### src/rtl/spi_chan_pkg.sv
package spi_chan_pkg;

    localparam int CFG_W     = 23;
    localparam int WL_W      = 5;
    localparam int DIV_LO    = 2;
    localparam int WL_LO     = 7;
    localparam int MODE_LO   = 12;
    localparam int TXDMA_BIT = 14;
    localparam int RXDMA_BIT = 15;
    localparam int TURBO_BIT = 19;
    localparam int FORCE_BIT = 20;

    localparam logic [CFG_W-1:0] CFG_RST = 23'h060000;

    typedef enum logic [1:0] {
        XFER_BOTH   = 2'd0,
        XFER_RXONLY = 2'd1,
        XFER_TXONLY = 2'd2,
        XFER_BAD    = 2'd3
    } xfer_mode_e;

    typedef enum logic [2:0] {
        RA_CFG  = 3'd0,
        RA_STAT = 3'd1,
        RA_CTL  = 3'd2,
        RA_TX   = 3'd3,
        RA_RX   = 3'd4
    } reg_addr_e;

endpackage

### src/rtl/spi_clk_div.sv
module spi_clk_div #(
    parameter int DIV_W = 4
) (
    input  logic             clk,
    input  logic             rst_n,
    input  logic             run,
    input  logic [DIV_W-1:0] div,
    output logic             tick
);

    logic [DIV_W-1:0] cnt_d, cnt_q;

    always_comb begin
        cnt_d = '0;
        if (run && (cnt_q != div)) begin
            cnt_d = cnt_q + 1'b1;
        end
    end

    assign tick = run && (cnt_q == div);

    always_ff @(posedge clk or negedge rst_n) begin
        if (!rst_n) cnt_q <= '0;
        else        cnt_q <= cnt_d;
    end

endmodule

### src/rtl/spi_word_shifter.sv
module spi_word_shifter #(
    parameter int DATA_W = 32,
    parameter int CNT_W  = 6
) (
    input  logic              clk,
    input  logic              rst_n,
    input  logic              start,
    input  logic [DATA_W-1:0] word,
    input  logic [CNT_W-1:0]  nbits,
    input  logic              tick,
    input  logic              miso,
    output logic              busy,
    output logic              sclk,
    output logic              mosi,
    output logic              done,
    output logic [DATA_W-1:0] rx_word
);

    typedef struct packed {
        logic              busy;
        logic              sclk;
        logic              done;
        logic [CNT_W-1:0]  cnt;
        logic [DATA_W-1:0] tx_sh;
        logic [DATA_W-1:0] rx_sh;
    } sh_t;

    sh_t d, q;

    always_comb begin
        d      = q;
        d.done = 1'b0;
        if (start && !q.busy) begin
            d.busy  = 1'b1;
            d.sclk  = 1'b0;
            d.cnt   = '0;
            d.tx_sh = word << (DATA_W - int'(nbits));
            d.rx_sh = '0;
        end else if (q.busy && tick) begin
            if (!q.sclk) begin
                d.sclk  = 1'b1;
                d.rx_sh = {q.rx_sh[DATA_W-2:0], miso};
            end else begin
                d.sclk = 1'b0;
                if (q.cnt == nbits - 1'b1) begin
                    d.busy = 1'b0;
                    d.done = 1'b1;
                end else begin
                    d.cnt   = q.cnt + 1'b1;
                    d.tx_sh = {q.tx_sh[DATA_W-2:0], 1'b0};
                end
            end
        end
    end

    always_ff @(posedge clk or negedge rst_n) begin
        if (!rst_n) q <= '0;
        else        q <= d;
    end

    assign busy    = q.busy;
    assign sclk    = q.sclk;
    assign mosi    = q.busy & q.tx_sh[DATA_W-1];
    assign done    = q.done;
    assign rx_word = q.rx_sh;

endmodule

### src/rtl/spi_start_gate.sv
module spi_start_gate
    import spi_chan_pkg::*;
(
    input  xfer_mode_e mode,
    input  logic       turbo,
    input  logic       en,
    input  logic       rxs,
    input  logic       txs,
    input  logic       txdma_en,
    input  logic       rxdma_en,
    output logic       blocked,
    output logic       tx_cond,
    output logic       rx_cond,
    output logic       tx_dreq,
    output logic       rx_dreq
);

    always_comb begin
        rx_cond = rxs && (mode != XFER_TXONLY) && !turbo;
        tx_cond = txs && (mode != XFER_RXONLY);
        blocked = rx_cond || tx_cond;
        tx_dreq = en && txdma_en && txs && (mode != XFER_RXONLY);
        rx_dreq = en && rxdma_en && rxs && (mode != XFER_TXONLY);
    end

endmodule

### src/rtl/spi_chan_engine.sv
module spi_chan_engine
    import spi_chan_pkg::*;
#(
    parameter int DATA_W = 32,
    parameter int DIV_W  = 4
) (
    input  logic        clk,
    input  logic        rst_n,
    input  logic        reg_wr,
    input  logic        reg_rd,
    input  logic [2:0]  reg_addr,
    input  logic [31:0] reg_wdata,
    output logic [31:0] reg_rdata,
    input  logic        solo_mode,
    output logic        sclk,
    output logic        cs_n,
    output logic        mosi,
    input  logic        miso,
    output logic        tx_dreq,
    output logic        rx_dreq,
    output logic        tx_empty_evt,
    output logic        rx_full_evt
);

    localparam int CNT_W = $clog2(DATA_W) + 1;

    typedef struct packed {
        logic [CFG_W-1:0]  cfg;
        logic              en;
        logic              rxs;
        logic              txs;
        logic              eot;
        logic [DATA_W-1:0] tx;
        logic [DATA_W-1:0] rx;
        logic              attempt;
        logic              tx_prev;
        logic              rx_prev;
    } st_t;

    st_t st_d, st_q;

    xfer_mode_e        mode;
    logic              turbo, wire_ok, blocked, tx_cond, rx_cond;
    logic              launch, sh_start, sh_busy, sh_done, tick;
    logic [CNT_W-1:0]  nbits;
    logic [DATA_W-1:0] sh_rx;

    assign mode    = xfer_mode_e'(st_q.cfg[MODE_LO +: 2]);
    assign turbo   = st_q.cfg[TURBO_BIT];
    assign wire_ok = !solo_mode || st_q.cfg[FORCE_BIT];
    assign nbits   = CNT_W'(st_q.cfg[WL_LO +: WL_W]) + CNT_W'(1);

    spi_start_gate u_gate (
        .mode     (mode),
        .turbo    (turbo),
        .en       (st_q.en),
        .rxs      (st_q.rxs),
        .txs      (st_q.txs),
        .txdma_en (st_q.cfg[TXDMA_BIT]),
        .rxdma_en (st_q.cfg[RXDMA_BIT]),
        .blocked  (blocked),
        .tx_cond  (tx_cond),
        .rx_cond  (rx_cond),
        .tx_dreq  (tx_dreq),
        .rx_dreq  (rx_dreq)
    );

    spi_clk_div #(.DIV_W(DIV_W)) u_div (
        .clk   (clk),
        .rst_n (rst_n),
        .run   (sh_busy),
        .div   (st_q.cfg[DIV_LO +: DIV_W]),
        .tick  (tick)
    );

    spi_word_shifter #(.DATA_W(DATA_W), .CNT_W(CNT_W)) u_shift (
        .clk     (clk),
        .rst_n   (rst_n),
        .start   (sh_start),
        .word    (st_q.tx),
        .nbits   (nbits),
        .tick    (tick),
        .miso    (miso),
        .busy    (sh_busy),
        .sclk    (sclk),
        .mosi    (mosi),
        .done    (sh_done),
        .rx_word (sh_rx)
    );

    assign cs_n = !sh_busy;

    always_comb begin
        logic finish;
        st_d         = st_q;
        st_d.attempt = 1'b0;
        st_d.tx_prev = tx_cond;
        st_d.rx_prev = rx_cond;

        launch   = st_q.attempt && st_q.en && !blocked && !sh_busy;
        sh_start = launch && wire_ok;
        finish   = (launch && !wire_ok) || sh_done;

        if (launch) begin
            st_d.eot = 1'b0;
        end
        if (finish) begin
            st_d.tx  = '0;
            st_d.eot = 1'b1;
            st_d.txs = 1'b1;
            if (mode != XFER_TXONLY) begin
                st_d.rxs = 1'b1;
                if (sh_done) begin
                    st_d.rx = sh_rx;
                end
            end
        end

        if (reg_wr) begin
            case (reg_addr)
                RA_CFG: st_d.cfg = reg_wdata[CFG_W-1:0];
                RA_CTL: begin
                    st_d.en = reg_wdata[0];
                    if (reg_wdata[0] && !st_q.en) begin
                        st_d.attempt = 1'b1;
                    end
                end
                RA_TX: begin
                    st_d.tx      = reg_wdata[DATA_W-1:0];
                    st_d.txs     = 1'b0;
                    st_d.attempt = 1'b1;
                end
                default: ;
            endcase
        end
        if (reg_rd && (reg_addr == RA_RX)) begin
            st_d.rxs     = 1'b0;
            st_d.attempt = 1'b1;
        end
    end

    always_comb begin
        case (reg_addr)
            RA_CFG:  reg_rdata = 32'(st_q.cfg);
            RA_STAT: reg_rdata = {29'd0, st_q.eot, st_q.txs, st_q.rxs};
            RA_CTL:  reg_rdata = {31'd0, st_q.en};
            RA_TX:   reg_rdata = 32'(st_q.tx);
            RA_RX:   reg_rdata = 32'(st_q.rx);
            default: reg_rdata = '0;
        endcase
    end

    assign tx_empty_evt = tx_cond && !st_q.tx_prev;
    assign rx_full_evt  = rx_cond && !st_q.rx_prev;

    always_ff @(posedge clk or negedge rst_n) begin
        if (!rst_n) begin
            st_q <= '{cfg: CFG_RST, txs: 1'b1, tx_prev: 1'b1, default: '0};
        end else begin
            st_q <= st_d;
        end
    end

endmodule

### config.mk
export PLATFORM = sky130hd
export DESIGN_NAME = spi_chan_engine
export DESIGN_NICKNAME = d
export VERILOG_FILES = /design/src/rtl/spi_chan_pkg.sv /design/src/rtl/spi_clk_div.sv /design/src/rtl/spi_word_shifter.sv /design/src/rtl/spi_start_gate.sv /design/src/rtl/spi_chan_engine.sv
export SDC_FILE = /design/constraint.sdc
export NUM_CORES = 1
export LEC_CHECK = 0
export CORE_MARGIN = 4
export CORE_UTILIZATION = 42
export DETAILED_ROUTE_END_ITERATION = 10
export DONT_BUFFER_PORTS = 1
export MAX_ROUTING_LAYER = met4
export PLACE_DENSITY = 0.62
export SLEW_MARGIN = 20
export SYNTH_ARGS = -nofsm -noshare
export SYNTH_HDL_FRONTEND = slang
export SYNTH_SLANG_ARGS = --single-unit
### constraint.sdc
create_clock -name clk -period 7.6 [get_ports clk]
set_input_delay 0 -clock clk [delete_from_list [all_inputs] [get_ports clk]]
set_output_delay 0 -clock clk [all_outputs]
set_load 0.02 [all_outputs]
Word level (Yosys, flattened, before mapping)
Cells that the tools add are included.
{"block": "op_classes", "add_sub_neg": 5, "n_eq_ne": 11, "n_shift": 1, "muxes": 27, "bitwise": 1, "reduce_logical": 47}
{"op": "two-way mux 32 bit", "count": 5}
{"op": "one-hot mux 32 bit (5 select lines)", "count": 1}
{"op": "two-way mux 73 bit", "count": 1}
{"op": "two-way mux 70 bit", "count": 1}
{"op": "two-way mux 67 bit", "count": 1}
{"op": "two-way mux 39 bit", "count": 1}
{"op": "two-way mux 38 bit", "count": 1}
{"op": "left shift 32 x 32 -> 32 bit", "count": 1}
{"op": "logical AND 1 bit", "count": 22}
{"op": "two-way mux 1 bit", "count": 13}
{"op": "nonzero test 2 bit", "count": 6}
{"op": "AND reduction 3 bit", "count": 3}
{"op": "zero test 1 bit", "count": 8}
{"op": "AND reduction 2 bit", "count": 4}
{"op": "subtractor 6 x 6 -> 7 bit (first input constant)", "count": 1}
{"op": "adder 5 x 1 -> 6 bit (second input constant)", "count": 1}
{"op": "adder 6 x 1 -> 6 bit (second input constant)", "count": 1}
{"op": "equality test 3 x 2 -> 1 bit (second input constant)", "count": 2}
{"op": "equality test 6 bit", "count": 1}
{"op": "subtractor 6 x 1 -> 6 bit (second input constant)", "count": 1}
{"op": "adder 4 x 1 -> 4 bit (second input constant)", "count": 1}
{"op": "equality test 4 bit", "count": 1}
{"op": "two-way mux 4 bit", "count": 1}
{"op": "inequality test 2 x 1 -> 1 bit (second input constant)", "count": 2}
{"op": "9 further kinds", "count": 12}
{"block": "totals", "reg_bits": 171, "in_bits": 41, "out_inout_bits": 39, "elab_cells": 109}

Depth between registers and ports, before layout
{"block": "logic_depth", "depth_word": 12, "depth_mapped": 12, "depth_no_buf": 8}

Modules after synthesis
A second synthesis with hierarchy kept.
{"block": "hier_totals", "cells_unflattened": 1012, "hier_area_um2": 9912.0}
{"module": "spi_word_shifter", "instances": 1, "cells_per_inst": 587, "area_per_inst_um2": 5202.5, "seq_area_each_um2": 1826.8}
{"module": "spi_chan_engine", "instances": 1, "cells_per_inst": 394, "area_per_inst_um2": 4421.7, "seq_area_each_um2": 2357.3}
{"module": "spi_clk_div", "instances": 1, "cells_per_inst": 19, "area_per_inst_um2": 221.5, "seq_area_each_um2": 100.1}
{"module": "spi_start_gate", "instances": 1, "cells_per_inst": 12, "area_per_inst_um2": 66.3, "seq_area_each_um2": 0.0}

Worst setup path before layout
Ideal clock, no wire load.
{"block": "synth_timing", "path_type": "reg-to-reg", "start": "reg st_q[78] (netlist name)", "end": "reg u_shift.q[49] (netlist name)", "setup_time_ns": 0.099, "arrival_time_ns": 2.567, "required_time_ns": 7.501, "path_slack_ns": 4.934, "path_stages_with_launch": 10, "path_buffers": 1, "period_less_slack_ns": 2.666, "path_cell_list": "dfrtp_1 ha_1 nand2b_1 or4_4 a31oi_4 xnor2_1 o21a_1 clkbuf_1 nor3_1 a311oi_1"}
{"block": "synth_via", "elab_chain_cells": 5, "word_cells_on_any_way": 8, "classes_between": "3 x add/sub; 2 x eq/ne; 1 x shift; 1 x mux; 1 x reduce/logical"}
{"item": "from (decl)", "line_no": "spi_chan_engine.sv:40", "text": "st_t st_d, st_q;"}
{"item": "from (signal assigned)", "line_no": "spi_chan_engine.sv:160", "text": "st_q <= st_d;"}
{"item": "adder 5 x 1 -> 6 bit *", "line_no": "spi_chan_engine.sv:51", "text": "assign nbits = CNT_W'(st_q.cfg[WL_LO +: WL_W]) + CNT_W'(1);"}
{"item": "branches (longest 4 deep; another with subtractor 6 x 6 -> 7 bit)"}
{"item": "to (signal assigned)", "line_no": "spi_word_shifter.sv:57", "text": "if (!rst_n) q <= '0;"}
{"item": "to (signal assigned)", "line_no": "spi_word_shifter.sv:58", "text": "else q <= d;"}
{"item": "to (decl)", "line_no": "spi_word_shifter.sv:28", "text": "sh_t d, q;"}
Mark *: on every way between the ends.
A chain may end at the register's enable or synchronous reset.

Final worst setup path
{"block": "layout_timing", "start": "reg st_q[78] (netlist name)", "end": "reg u_shift.q[35] (netlist name)"}
The elaborated chain is that of the path after synthesis.

==> results summary <==
The flow ran to the end, and the final reports show no timing, DRC or antenna violations. The number of buffers added by the clock tree synthesis step is 17. In the synthesized netlist the dominant register cell turns out to be dfrtp_1. The detailed placer's ending HPWL came out at 20.2 mm.

The post-route netlist has 14.9% of its cells at a drive strength greater than 1. The cell depth of the worst min-delay path is 3. The worst setup slack before clock tree synthesis is 3.23 ns. The count of final setup violators came out at 0.

The startpoint type of the worst setup path is a flop. The final critical-path setup slack is 3.10 ns. The global-route wire length before repair is 47.4 mm. The die is 161 microns tall. The category of the critical setup timing path is reg -> reg. For this block, the initial DRC count from the detailed router was 778. The number of vias after detailed routing is 8370. The leakage power summed over all cells came out at 4.81 nW. Counting both buffers and inverters, the worst setup path holds a total of 1. The flip-flop and latch count after synthesis came out at 171.

The global-route usage over all layers is 23.6%. The critical path goes through buf_4 > ha_1 > nand2_1 > or4_4 > a31oi_4 > xnor2_1 > o21ai_2 > nand2_1 > mux2_2. The via count of the first global-routing pass came out at 8043. TritonCTS built the clock tree. The number of H-tree levels came out at 4. After clock tree synthesis, the setup repair step added 0 buffers. Synthesis instantiated 76 different standard cells from the library. The most numerous cell type found on the critical path is nand2_1. 80 I/O pins were placed. The deepest clock path buffer count came out at 2. At the worst endpoint, the arrival time is 4.82 ns. The worst supply voltage drop on vdd came out at 0.152 mV. The repair_antennas step left the layout with diodes totalling 0. The number of enable-type register cells in the synthesized netlist came out at 0. The category of cells accounting for the largest share of critical-path delay is simple AND/OR/NAND/NOR gates.

The flop-to-flop setup slack came out at 3.10 ns. The minimum clock period is 4.50 ns. The cts-stage hold buffer count came out at 51. The required time of the worst setup path came out at 7.91 ns. The core footprint came out at 22900 sq um. The number of violations of the max-capacitance limit came out at 0. Compared with the post-synthesis result, the final layout area differs by 12.9%. The end of the worst hold path is st_q[81].

The DRC violations left is 0. The worst hold path begins at reg_addr[2]. Global routing finished with a remaining overflow of 0. In the final timing run, aggregate negative setup slack is 0 ns. The Yosys step of the flow raised 0 warnings. The worst hold path belongs to the class in -> reg. The number of antenna violations at the first check in global routing came out at 0.

For this configuration, the core starts out at a cell density of 43.1%. The number of pins exceeding their max-slew limit in the final report was 0. Leaving out fill and tap cells, the most frequent cell in the layout is nand2_1.

The die width is 161 microns. After detailed routing, the total wire length is 29.9 mm. In this run the critical register-to-register path is captured at u_shift.q[35].

The instance count of the mapped netlist came out at 1043. The final net count came out at 1089. The number of cells traversed by the worst register-to-register path came out at 9.

The post-synth net total is 1088. Among all stages on the critical path, the largest delay is contributed by o21ai_2. The average wire per cell in the routed design is 21.8 microns.

The areal power density over the cells is 362 nW/um^2. Setup repair after global routing left no endpoint under its margin. The worst register-to-register path begins at st_q[78]. The detail-routed via count per cell came out at 6.11. The total die area came out at 26100 sq um. The share of flip-flops with an asynchronous set or reset after synthesis came out at 100%. Once the clock tree was built, the resizer swapped 0 gates to a different size. Across the routed clock network, the largest skew measured is 0.0201 ns. The clock latency of the later-clocked register in the worst-skew pair came out at 0.45 ns. The largest incremental delay on the critical path is 0.78 ns. The top fanout value on the critical path came out at 52. The worst setup path is captured at a flop.

Entering global routing, the biggest net connects 172 pins. The end-of-flow core utilization is 48.7%. Measured against its own limit, the worst slew margin works out to 32.3%.

The portion of the post-synthesis area used by sequential elements is 43.3%. The number of sinks on the clock net came out at 171. The post-detailed-route count of antenna-violating nets is 0.

The final RePlAce weighted congestion is 0.980. The synthesized cell area came out at 9880 sq um. The hold violation total from the final report is 0.

The first detailed-routing pass took 6 iterations. The fmax is 222 MHz. Clock tree synthesis selected as its root buffer the cell clkbuf_16. The post-route worst hold slack came out at 0.0331 ns. The cell row count is 55. The measured slew at the worst slew-check pin is 1.01 ns. The synthesized area per cell is 9.48 sq um. Dividing the final minimum period by the clock period gives 59.2%. The clock-pin slew on the worst setup and hold paths is 0.07 ns. Leaving out fill and tap cells, the most frequent cells in the layout are nand2_1 (216), dfrtp_1 (166), o21ai_0 (80), mux2_2 (59). Summing internal, switching and leakage power gives 4.04 mW. The quantity of I/O buffers inserted on ports is 0.
## synth_stat cells (all sizes together) (9+ instances only)
master | count | area share, %
nand2 | 217 | 8.2
dfrtp | 167 | 42
o21ai | 82 | 4.2
mux2 | 59 | 6.7
nand3 | 51 | 2.6
nor2 | 48 | 1.8
clkbuf | 46 | 1.7
buf | 40 | 2.4
a21oi | 31 | 1.6
a22oi | 31 | 2.4
mux2i | 30 | 3.2
mux4 | 23 | 5.2
nor3 | 23 | 1.2
a31oi | 13 | 0.97
o22ai | 12 | 0.76
a221o | 11 | 1.1
a22o | 11 | 0.97
and3 | 11 | 0.70
xnor2 | 11 | 0.97
and2 | 9 | 0.57
## flip-flops by register name (all words and copies together), names as in the netlist
name	flops
mode	2
u_shift.rx_word	32
u_shift.q	38
u_div.cnt_q	4
u_shift.sclk	1
u_shift.done	1
st_q	92
u_shift.busy	1
## layout make-up
type | count | area, sq um
multi-input cells | 778 | 5190
well taps | 313 | 392
flip-flops and latches | 171 | 4290
inverters | 8 | 30.0
fillers | 2114 | 11800
clock inverters | 14 | 173
clock buffers | 17 | 425
repair buffers | 68 | 656
## per-stage QoR
| step | std cells | instance area [sq um] |
|---|---|---|
| detailed placement | 1287 | 10000 |
| global route | 1369 | 11200 |
| CTS | 1369 | 11200 |
| global placement | 1287 | 10000 |
| floorplan | 1043 | 9880 |
| finish | 1369 | 11200 |
## tightest hold or removal path, stage by stage
cell	delay (ns)
nor4b_4	0.03
buf_4	0.21
o21ai_0	0.17
## power by group
part	switching, mW	internal [mW]
registers	0.293	1.21
logic	0.973	0.666
clock network	0.425	0.472
total	1.69	2.35
## worst max path at each step
| stage | startpoint | end | slack [ns] | cells past startpoint |
|---|---|---|---|---|
| 6_report | st_q[78] | u_shift.q[35] | 3.10 | 9 |
| 5_1_grt | st_q[78] | u_shift.q[34] | 2.95 | 9 |
| 4_1_cts | st_q[78] | u_shift.q[35] | 3.20 | 9 |
| 3_5_place_dp | st_q[78] | u_shift.q[34] | 3.23 | 9 |
| 3_3_place_gp | st_q[78] | u_shift.q[35] | 3.27 | 9 |
| 2_1_floorplan | st_q[78] | u_shift.q[49] | 4.93 | 9 |
## per-layer routing
layer  wire (microns)  track usage [%]
met1            13000             32.1
met2            14000             35.9
met3             2090             4.70
met4              869             7.75
met5                0                -
## cell families (layout without fill, tap and decap cells)
kind of cell	count (synthesis)	in the layout	synth area share [%]
AND/OR/NAND/NOR	398	398	17.9
multiplexers	112	112	15.2
flip-flops	171	171	43.3
adder cells (fa/ha/maj)	4	4	0.506
buffers and inverters	94	107	4.42
XOR/XNOR	19	19	1.84
AO/OA/AOI/OAI	245	245	16.8
Power figures use the tool's default switching activity.
